--- src/rtl/xdd_pkg.sv ---
package xdd_pkg;

    localparam int XDD_DW = 8;

    typedef enum logic [1:0] {
        RG_EXT  = 2'd0,
        RG_PERI = 2'd1,
        RG_RAM  = 2'd2,
        RG_GAP  = 2'd3
    } region_e;

    typedef struct packed {
        region_e             src;
        logic [XDD_DW-1:0]   ext_cap;
        logic [XDD_DW-1:0]   peri_cap;
    } rd_state_t;

endpackage

--- src/rtl/xdd_map_ctrl.sv ---
module xdd_map_ctrl (
    input  logic clk,
    input  logic rst_n,
    input  logic sfr_wr,
    input  logic sfr_wdata,
    output logic map_dis
);

    logic map_d, map_q;

    // Clear-only next state: a written 1 is never taken
    always_comb begin
        map_d = map_q;
        if (sfr_wr && !sfr_wdata) begin
            map_d = 1'b0;
        end
    end

    always_ff @(posedge clk or negedge rst_n) begin
        if (!rst_n) begin
            map_q <= 1'b1;
        end else begin
            map_q <= map_d;
        end
    end

    assign map_dis = map_q;

endmodule

--- src/rtl/xdd_addr_decode.sv ---
module xdd_addr_decode
    import xdd_pkg::*;
#(
    parameter int                ADDR_W     = 16,
    parameter bit                HAS_PERIPH = 1'b1,
    parameter logic [ADDR_W-1:0] PERI_LO    = 16'hF700,
    parameter logic [ADDR_W-1:0] PERI_HI    = 16'hF7FF,
    parameter logic [ADDR_W-1:0] RAM_LO     = 16'hFF00
) (
    input  logic [ADDR_W-1:0] addr,
    input  logic              map_dis,
    output region_e           region
);

    logic peri_hit;

    generate
        if (HAS_PERIPH) begin : g_peri
            assign peri_hit = (addr >= PERI_LO) && (addr <= PERI_HI);
        end else begin : g_no_peri
            assign peri_hit = 1'b0;
        end
    endgenerate

    always_comb begin
        if ((addr < PERI_LO) || map_dis) begin
            region = RG_EXT;
        end else if (peri_hit) begin
            region = RG_PERI;
        end else if (addr >= RAM_LO) begin
            region = RG_RAM;
        end else begin
            region = RG_GAP;
        end
    end

endmodule

--- src/rtl/xdd_ram.sv ---
module xdd_ram #(
    parameter int DEPTH = 256,
    parameter int DW    = 8,
    localparam int AW   = $clog2(DEPTH)
) (
    input  logic          clk,
    input  logic          we,
    input  logic          re,
    input  logic [AW-1:0] idx,
    input  logic [DW-1:0] wdata,
    output logic [DW-1:0] rdata
);

    logic [DW-1:0] mem [DEPTH];
    logic [DW-1:0] rdata_q;

    always_ff @(posedge clk) begin
        if (we) begin
            mem[idx] <= wdata;
        end
        if (re) begin
            rdata_q <= mem[idx];
        end
    end

    assign rdata = rdata_q;

endmodule

--- src/rtl/xdata_decoder.sv ---
module xdata_decoder
    import xdd_pkg::*;
#(
    parameter int              ADDR_W     = 16,
    parameter int              RAM_DEPTH  = 256,
    parameter bit              HAS_PERIPH = 1'b1,
    parameter int              PERI_BASE  = 'hF700,
    parameter int              PERI_SPAN  = 256,
    parameter logic [XDD_DW-1:0] GAP_FILL = 8'h00
) (
    input  logic              clk,
    input  logic              rst_n,
    input  logic [ADDR_W-1:0] cpu_addr,
    input  logic [XDD_DW-1:0] cpu_wdata,
    input  logic              cpu_rd,
    input  logic              cpu_wr,
    input  logic              sfr_wr,
    input  logic              sfr_wdata,
    input  logic [XDD_DW-1:0] ext_rdata,
    input  logic [XDD_DW-1:0] periph_rdata,
    output logic              ext_req,
    output logic              periph_sel,
    output logic              ram_sel,
    output logic [XDD_DW-1:0] cpu_rdata,
    output logic              sfr_rdata
);

    localparam int                RAM_AW  = $clog2(RAM_DEPTH);
    localparam logic [ADDR_W-1:0] PERI_LO = ADDR_W'(PERI_BASE);
    localparam logic [ADDR_W-1:0] PERI_HI = ADDR_W'(PERI_BASE + PERI_SPAN - 1);
    localparam logic [ADDR_W-1:0] RAM_LO  = ADDR_W'((1 << ADDR_W) - RAM_DEPTH);

    logic              map_dis;
    region_e           region;
    logic              access;
    logic [XDD_DW-1:0] ram_rdata;
    rd_state_t         st_d, st_q;

    xdd_map_ctrl u_map (
        .clk       (clk),
        .rst_n     (rst_n),
        .sfr_wr    (sfr_wr),
        .sfr_wdata (sfr_wdata),
        .map_dis   (map_dis)
    );

    xdd_addr_decode #(
        .ADDR_W     (ADDR_W),
        .HAS_PERIPH (HAS_PERIPH),
        .PERI_LO    (PERI_LO),
        .PERI_HI    (PERI_HI),
        .RAM_LO     (RAM_LO)
    ) u_dec (
        .addr    (cpu_addr),
        .map_dis (map_dis),
        .region  (region)
    );

    xdd_ram #(
        .DEPTH (RAM_DEPTH),
        .DW    (XDD_DW)
    ) u_ram (
        .clk   (clk),
        .we    (cpu_wr && (region == RG_RAM)),
        .re    (cpu_rd && (region == RG_RAM)),
        .idx   (cpu_addr[RAM_AW-1:0]),
        .wdata (cpu_wdata),
        .rdata (ram_rdata)
    );

    assign access     = cpu_rd || cpu_wr;
    assign ext_req    = access && (region == RG_EXT);
    assign periph_sel = access && (region == RG_PERI);
    assign ram_sel    = access && (region == RG_RAM);
    assign sfr_rdata  = map_dis;

    // Read-return state: target of the last read plus captured bus data
    always_comb begin
        st_d = st_q;
        if (cpu_rd) begin
            st_d.src = region;
            if (region == RG_EXT) begin
                st_d.ext_cap = ext_rdata;
            end
            if (region == RG_PERI) begin
                st_d.peri_cap = periph_rdata;
            end
        end
    end

    always_ff @(posedge clk or negedge rst_n) begin
        if (!rst_n) begin
            st_q <= '{src: RG_GAP, ext_cap: '0, peri_cap: '0};
        end else begin
            st_q <= st_d;
        end
    end

    always_comb begin
        unique case (st_q.src)
            RG_EXT:  cpu_rdata = st_q.ext_cap;
            RG_PERI: cpu_rdata = st_q.peri_cap;
            RG_RAM:  cpu_rdata = ram_rdata;
            default: cpu_rdata = GAP_FILL;
        endcase
    end

endmodule

--- config.mk ---
export PLATFORM = sky130hd
export DESIGN_NAME = xdata_decoder
export DESIGN_NICKNAME = d
export VERILOG_FILES = /design/src/rtl/xdd_pkg.sv /design/src/rtl/xdd_map_ctrl.sv /design/src/rtl/xdd_addr_decode.sv /design/src/rtl/xdd_ram.sv /design/src/rtl/xdata_decoder.sv
export SDC_FILE = /design/constraint.sdc
export NUM_CORES = 2
export LEC_CHECK = 0
export ABC_AREA = 1
export BUFFER_PORTS_ARGS = -buffer_cell sky130_fd_sc_hd__buf_2
export CAP_MARGIN = 20
export CORE_ASPECT_RATIO = 0.5
export CORE_MARGIN = 2
export CORE_UTILIZATION = 37
export DETAILED_ROUTE_END_ITERATION = 6
export PLACE_DENSITY = 0.56
export REMOVE_ABC_BUFFERS = 1
export SLEW_MARGIN = 15
export SYNTH_ARGS = -nofsm -noshare
export SYNTH_HDL_FRONTEND = slang
export SYNTH_SLANG_ARGS = --single-unit
export TNS_END_PERCENT = 30
--- constraint.sdc ---
create_clock -name clk -period 2.2 [get_ports clk]
set_input_delay 0.33 -clock clk [delete_from_list [all_inputs] [get_ports clk]]
set_output_delay 0.33 -clock clk [all_outputs]
set_load 0.03 [all_outputs]
======== Yosys cells after proc, flatten, opt, wreduce, memory -nomap -nowiden ========
Memory sizes are Yosys's and may differ from the RTL's. A register that Yosys moved wholly into a read port is not among the register bits.
Cells that the tools add are included.
word-level totals
  register bits after elaboration ......... 19
  bits in writable memories ............... 2048
  bits of input ports ..................... 46
  memories ................................ 1
memory list
  name       depth  width  rd ports  clocked after memory_dff  wr ports  RTL line       source
  u_ram.mem  256    8      1         1                         1         xdd_ram.sv:14  logic [DW-1:0] mem [DEPTH];
cells by class
  magnitude comparators ................... 4
  equality and inequality tests ........... 4
  mux-type cells .......................... 6
  reductions and logical operators ........ 14
operators by type and width
  kind                                                                    count
  16-bit >= comparator (second input constant)                            2
  8-bit case mux with 3 select lines                                      1
  16-bit <= comparator (second input constant)                            1
  16-bit less-than comparator (second input constant)                     1
  1-bit logical AND                                                       7
  2-bit by 1-bit equality test with 1-bit output (second input constant)  2
  2-bit equality test (second input constant)                             2
  2-bit logical NOT                                                       2
  2-bit two-way mux                                                       2
  2-bit AND reduction                                                     2
  1-bit two-way mux                                                       3
  1-bit logical OR                                                        2
  1-bit logical NOT                                                       1

======== Longest topological paths before layout ========
  depth after elaboration ................. 8
  gate-level depth with buffers ........... 15

======== Cells and area by module ========
A second synthesis with hierarchy kept.
second synthesis, totals
  cells, all modules ...................... 8159
  area, all modules ....................... 85978.7 um2
modules (own cells, without submodules)
  module           instances  cells an instance  area an instance (um2)
  xdd_ram          1          8021               84936.5
  xdata_decoder    1          123                947.2
  xdd_addr_decode  1          11                 52.6
  xdd_map_ctrl     1          4                  42.5

======== Worst setup path before layout ========
Ideal clock, no wire load.
  path kind ............................... input port to flip-flop
  start ................................... in cpu_addr[13]
  end ..................................... mem u_ram.mem[136][0], enable pin
  library setup time ...................... 0.370 ns
  data arrival time ....................... 1.857 ns
  path slack .............................. -0.027 ns
  cell stages on the path ................. 11
  path buffers ............................ 1
  cell sequence ........................... nand4_1 -> nor2_1 -> inv_1 -> nor2_1 -> inv_1 -> nor2_1 -> nand2_1 -> nor3_2 -> nand2_1 -> buf_2 -> nor2_1
on the way
  longest elaborated chain between the ends .. 8
  elaborated cells on any way between the ends .. 13
ends and longest elaborated chain
  item                                                    RTL line                                      source
  start: declaration                                      xdata_decoder.sv:13                           input logic [ADDR_W-1:0] cpu_addr,
  16-bit >= comparator (tied with other cells)            xdd_addr_decode.sv:30                         end else if (addr >= RAM_LO) begin
  1-bit two-way mux or 1-bit logical AND (tied branches)  xdd_addr_decode.sv:30, xdd_addr_decode.sv:19
  2-bit two-way mux                                       xdd_addr_decode.sv:28                         end else if (peri_hit) begin
  2-bit two-way mux (*)                                   xdd_addr_decode.sv:26                         if ((addr < PERI_LO) || map_dis) begin
  2-bit equality test (*)                                 xdata_decoder.sv:64                           .we (cpu_wr && (region == RG_RAM)),
  1-bit logical AND (*)                                   xdata_decoder.sv:64
  1-bit two-way mux (*)                                   xdd_ram.sv:18                                 if (we) begin
  1-bit two-way mux (not written as such) (*)             xdd_ram.sv:19                                 mem[idx] <= wdata;
  end: declaration                                        xdd_ram.sv:14
Mark *: on every way between the ends. The rest lies on a longest branch, timed or not.

======== Worst setup path after layout ========
  start ................................... reg st_q[16] (netlist bit)
  end ..................................... out cpu_rdata[2]
on the way
  longest elaborated chain between the ends .. 2
  elaborated cells on any way between the ends .. 4
ends and longest elaborated chain
  item                                         RTL line              source
  start: declaration                           xdata_decoder.sv:37   rd_state_t st_d, st_q;
  start signal: assignment                     xdata_decoder.sv:93   st_q <= '{src: RG_GAP, ext_cap: '0, peri_cap: '0};
  start signal: assignment                     xdata_decoder.sv:95   st_q <= st_d;
  2-bit equality test (tied with other cells)  xdata_decoder.sv:100  unique case (st_q.src)
  8-bit case mux with 3 select lines (*)       xdata_decoder.sv:100
  end: declaration                             xdata_decoder.sv:24   output logic [XDD_DW-1:0] cpu_rdata,
Marks and branches as above.

==> metrics.txt <==
Int Pwr 64.65 mW; clock tree from TritonCTS done; worst hold path stage count 6; initial antenna violation count 10; Net Sw Frac 0.2261; clock-pin transition on the worst setup and hold timing paths roughly 60 ps; Worst-Skew Late Latency about 850 ps; share of total power in the clock network 0.413; Final Max Tran Viols 0; number of placed I/O pins between 50 and 60; Pleak just over 40 nW; Die Area about 240,000 um2; max cap viols 0; final setup TNS -1027 ps; Fin Clk Skew around 65 ps; Avg Inst Size Synth 10.59 um2; RePlAce Congestion 0.8898; Routed Antenna Nets 0; worst r2r src u_map.map_dis; DP HPWL 157.8 mm; critical-path maximum fanout 8; FP Rows around 120; Final #Nets between 8,000 and 9,000; pin count of the biggest net entering global routing 83; status complete, but fails checks; Slew headroom 0.4803; layout cells sized above 1 0.1389; minimum clock period after layout 2369 ps; yosys warns 0; via count 58,870; maximum vdd ir drop 0.5538 mV; CTS Sinks between 2,000 and 2,500; Worst-Margin Slew 777.0 ps; area of the core 229,500 um2; RR Endpoint u_ram.mem[102][1]; DRC errors left 0; Hold Crit Start cpu_addr[7]; Fmax 422.1 MHz; htree depth 4; die span in y between 300 and 400 um; Post-Syn Area about 86,000 um2; routed vias/inst 4.920; DR WL/cell 20.82 um; Worst Reg-to-Reg Cells 10; Yosys cell types 22; Power per Cell Area 812.6 nW/um2; synthesis-stage register bit count a little over 2,000; area grow syn2layout 19.91%; Startpoint Class flop; Pre-Repair DR Iteration Count 6; post-synthesis sequential area ratio 0.7257; sequential share of power 0.520; port buffer count between 50 and 60; Fin. Hold Viols 0; RSZ-0062 raised after global routing true; GRT overflow 0; Hold Crit Class primary input to flop; Initial Util 0.3736; chip width between 600 and 700 um; Gate power share 0.067; post-synthesis instance total between 8,000 and 9,000; initial drt markers around 6,600; first-pass GRT wire length about 370 mm; Inst Count DP about 12,000; worst setup margin -169.1 ps; Reg2Reg Setup Slack ~70 ps; GRT Resource Usage Total 0.2078; # setup viols final 8; violated checks negative setup slack; element type at the critical path end primary output; WP data arrival just over 2000 ps; Total Wirelength 249.1 mm; Num CTS Buffers just under 200; Worst Path Class, Setup flop to primary output; hold path endpoint u_ram.rdata[2]; CTS max path bufs 4; final hold slack between 150 and 200 ps; area leader, netlist edfxtp_1; vias in the first global route roughly 56,000; fin crit share 1.077; end-of-flow core utilization 0.4480; Yosys top cell area share 0.7201; Final Power roughly 84 mW; Root Buffer clkbuf_16; Non-Filler Instances approximately 12,000; synth top area cells edfxtp_1, nand2_1, nor2_1; NetSw around 19 mW; CP required roughly 1900 ps
[cells in the final DEF (no fill, tap or decap), types with 9 or more instances in the layout]
cell           instances
buf_6                 32
buf_2                 37
nand2_2               31
bufinv_16             24
clkinv_1              34
nor2_1               293
a21oi_1               35
buf_8                 10
nand2_1             4767
o21ai_0               92
nand3_1              189
nor2_4                 9
buf_12               141
clkbuf_16            200
nor2_2                55
clkbuf_1              36
edfxtp_1            2056
clkinvlp_4             9
o21ai_1               69
buf_4                595
clkinv_2              39
dfrtp_1               16
inv_1                 20
dlygate4sd3_1         33
mux2_2                16
[cell type report]
class,instances,area (um2)
clock inverter,114,1211
inverter,28,127.6
timing repair buffer,848,8315
antenna,2,5.005
fill,21290,126700
multi-input combinational,5572,21900
clock buffer,238,5167
tap,3087,3862
sequential,2075,62220
[critical path, stage by stage, from the launching register on]
cell and delay [ps]:
dfstp_2 550, inv_2 50, nor2_4 240, nand2_1 130, nand3_2 100, buf_6 130
[metrics by stage]
stage | instance area, um2 | setup slack, ps
after CTS | 102600 | -197.1
after floorplan | 83880 | -8593
after global placement | 95590 | -719.8
final | 102800 | -169.1
after detailed placement | 95590 | -758.5
after global routing | 102800 | -255.2
[worst max path at each step]
stage	start	to	slack, ps	cells after the start
after floorplan	cpu_addr[1]	u_ram.mem[102][0]	-8590	4
after global placement	cpu_addr[13]	u_ram.mem[81][3]	-720	14
after detailed placement	cpu_addr[13]	u_ram.mem[148][0]	-760	13
after CTS	st_q[17]	cpu_rdata[2]	-200	5
after global routing	st_q[16]	cpu_rdata[2]	-260	5
final	st_q[16]	cpu_rdata[2]	-170	5
[synthesized netlist by cell type]
library cell / number
o21ai_1: 66
dfrtp_1: 16
edfxtp_1: 2056
o21ai_0: 97
nor3_2: 2
nor2_1: 356
clkbuf_1: 172
buf_2: 211
a21oi_1: 36
buf_6: 2
dfstp_2: 3
inv_2: 2
mux2_2: 16
a22oi_1: 1
clkinv_1: 1
inv_1: 25
buf_1: 28
nand3_1: 197
nand2_1: 4799
buf_4: 4
nand4_1: 1
nor2_2: 1
[power by group through the flow]
stage / clock, mW / combinational, mW / sequential [mW]
final: 34.5 / 5.58 / 43.4
after global routing: 36.5 / 6.08 / 43.4
after CTS: 35.0 / 5.55 / 43.4
after detailed placement: 0 / 5.45 / 44.3
after global placement: 0 / 5.44 / 44.3
after floorplan: 0 / 2.45 / 44.3
[logic make-up (layout without fill, tap and decap cells)]
family,Yosys count,after routing,share of synthesized area
multiplexers,16,16,0.002101
AND/OR/NAND/NOR,5356,5356,0.2376
AO/OA/AOI/OAI,200,200,0.01170
flip-flops,2075,2075,0.7257
buffers and inverters,445,1228,0.02291
other,0,2,0
[flip-flops by register name, indices dropped and copies added, names as in the netlist]
name / flops
st_q: 18
u_ram.mem: 2048
u_map.map_dis: 1
u_ram.rdata: 8
[metal layers]
metal | track usage | up-vias | part of all wire
met5 | 0 | - | 0
met1 | 0.3037 | 28670 | 0.46
met2 | 0.3278 | 1965 | 0.45
met3 | 0.03164 | 334 | 0.070
li1 | - | 27890 | -
met4 | 0.04872 | 0 | 0.022
[timing repair]
action                                  CTS  global route
pin swaps                                 4            10
endpoints found under the setup margin  482           653
hold buffers                             33             0
buffers inserted                          6             3
hold endpoints to repair                303             0
gates resized for setup                  69            74
(Power assumes the default switching activity.)
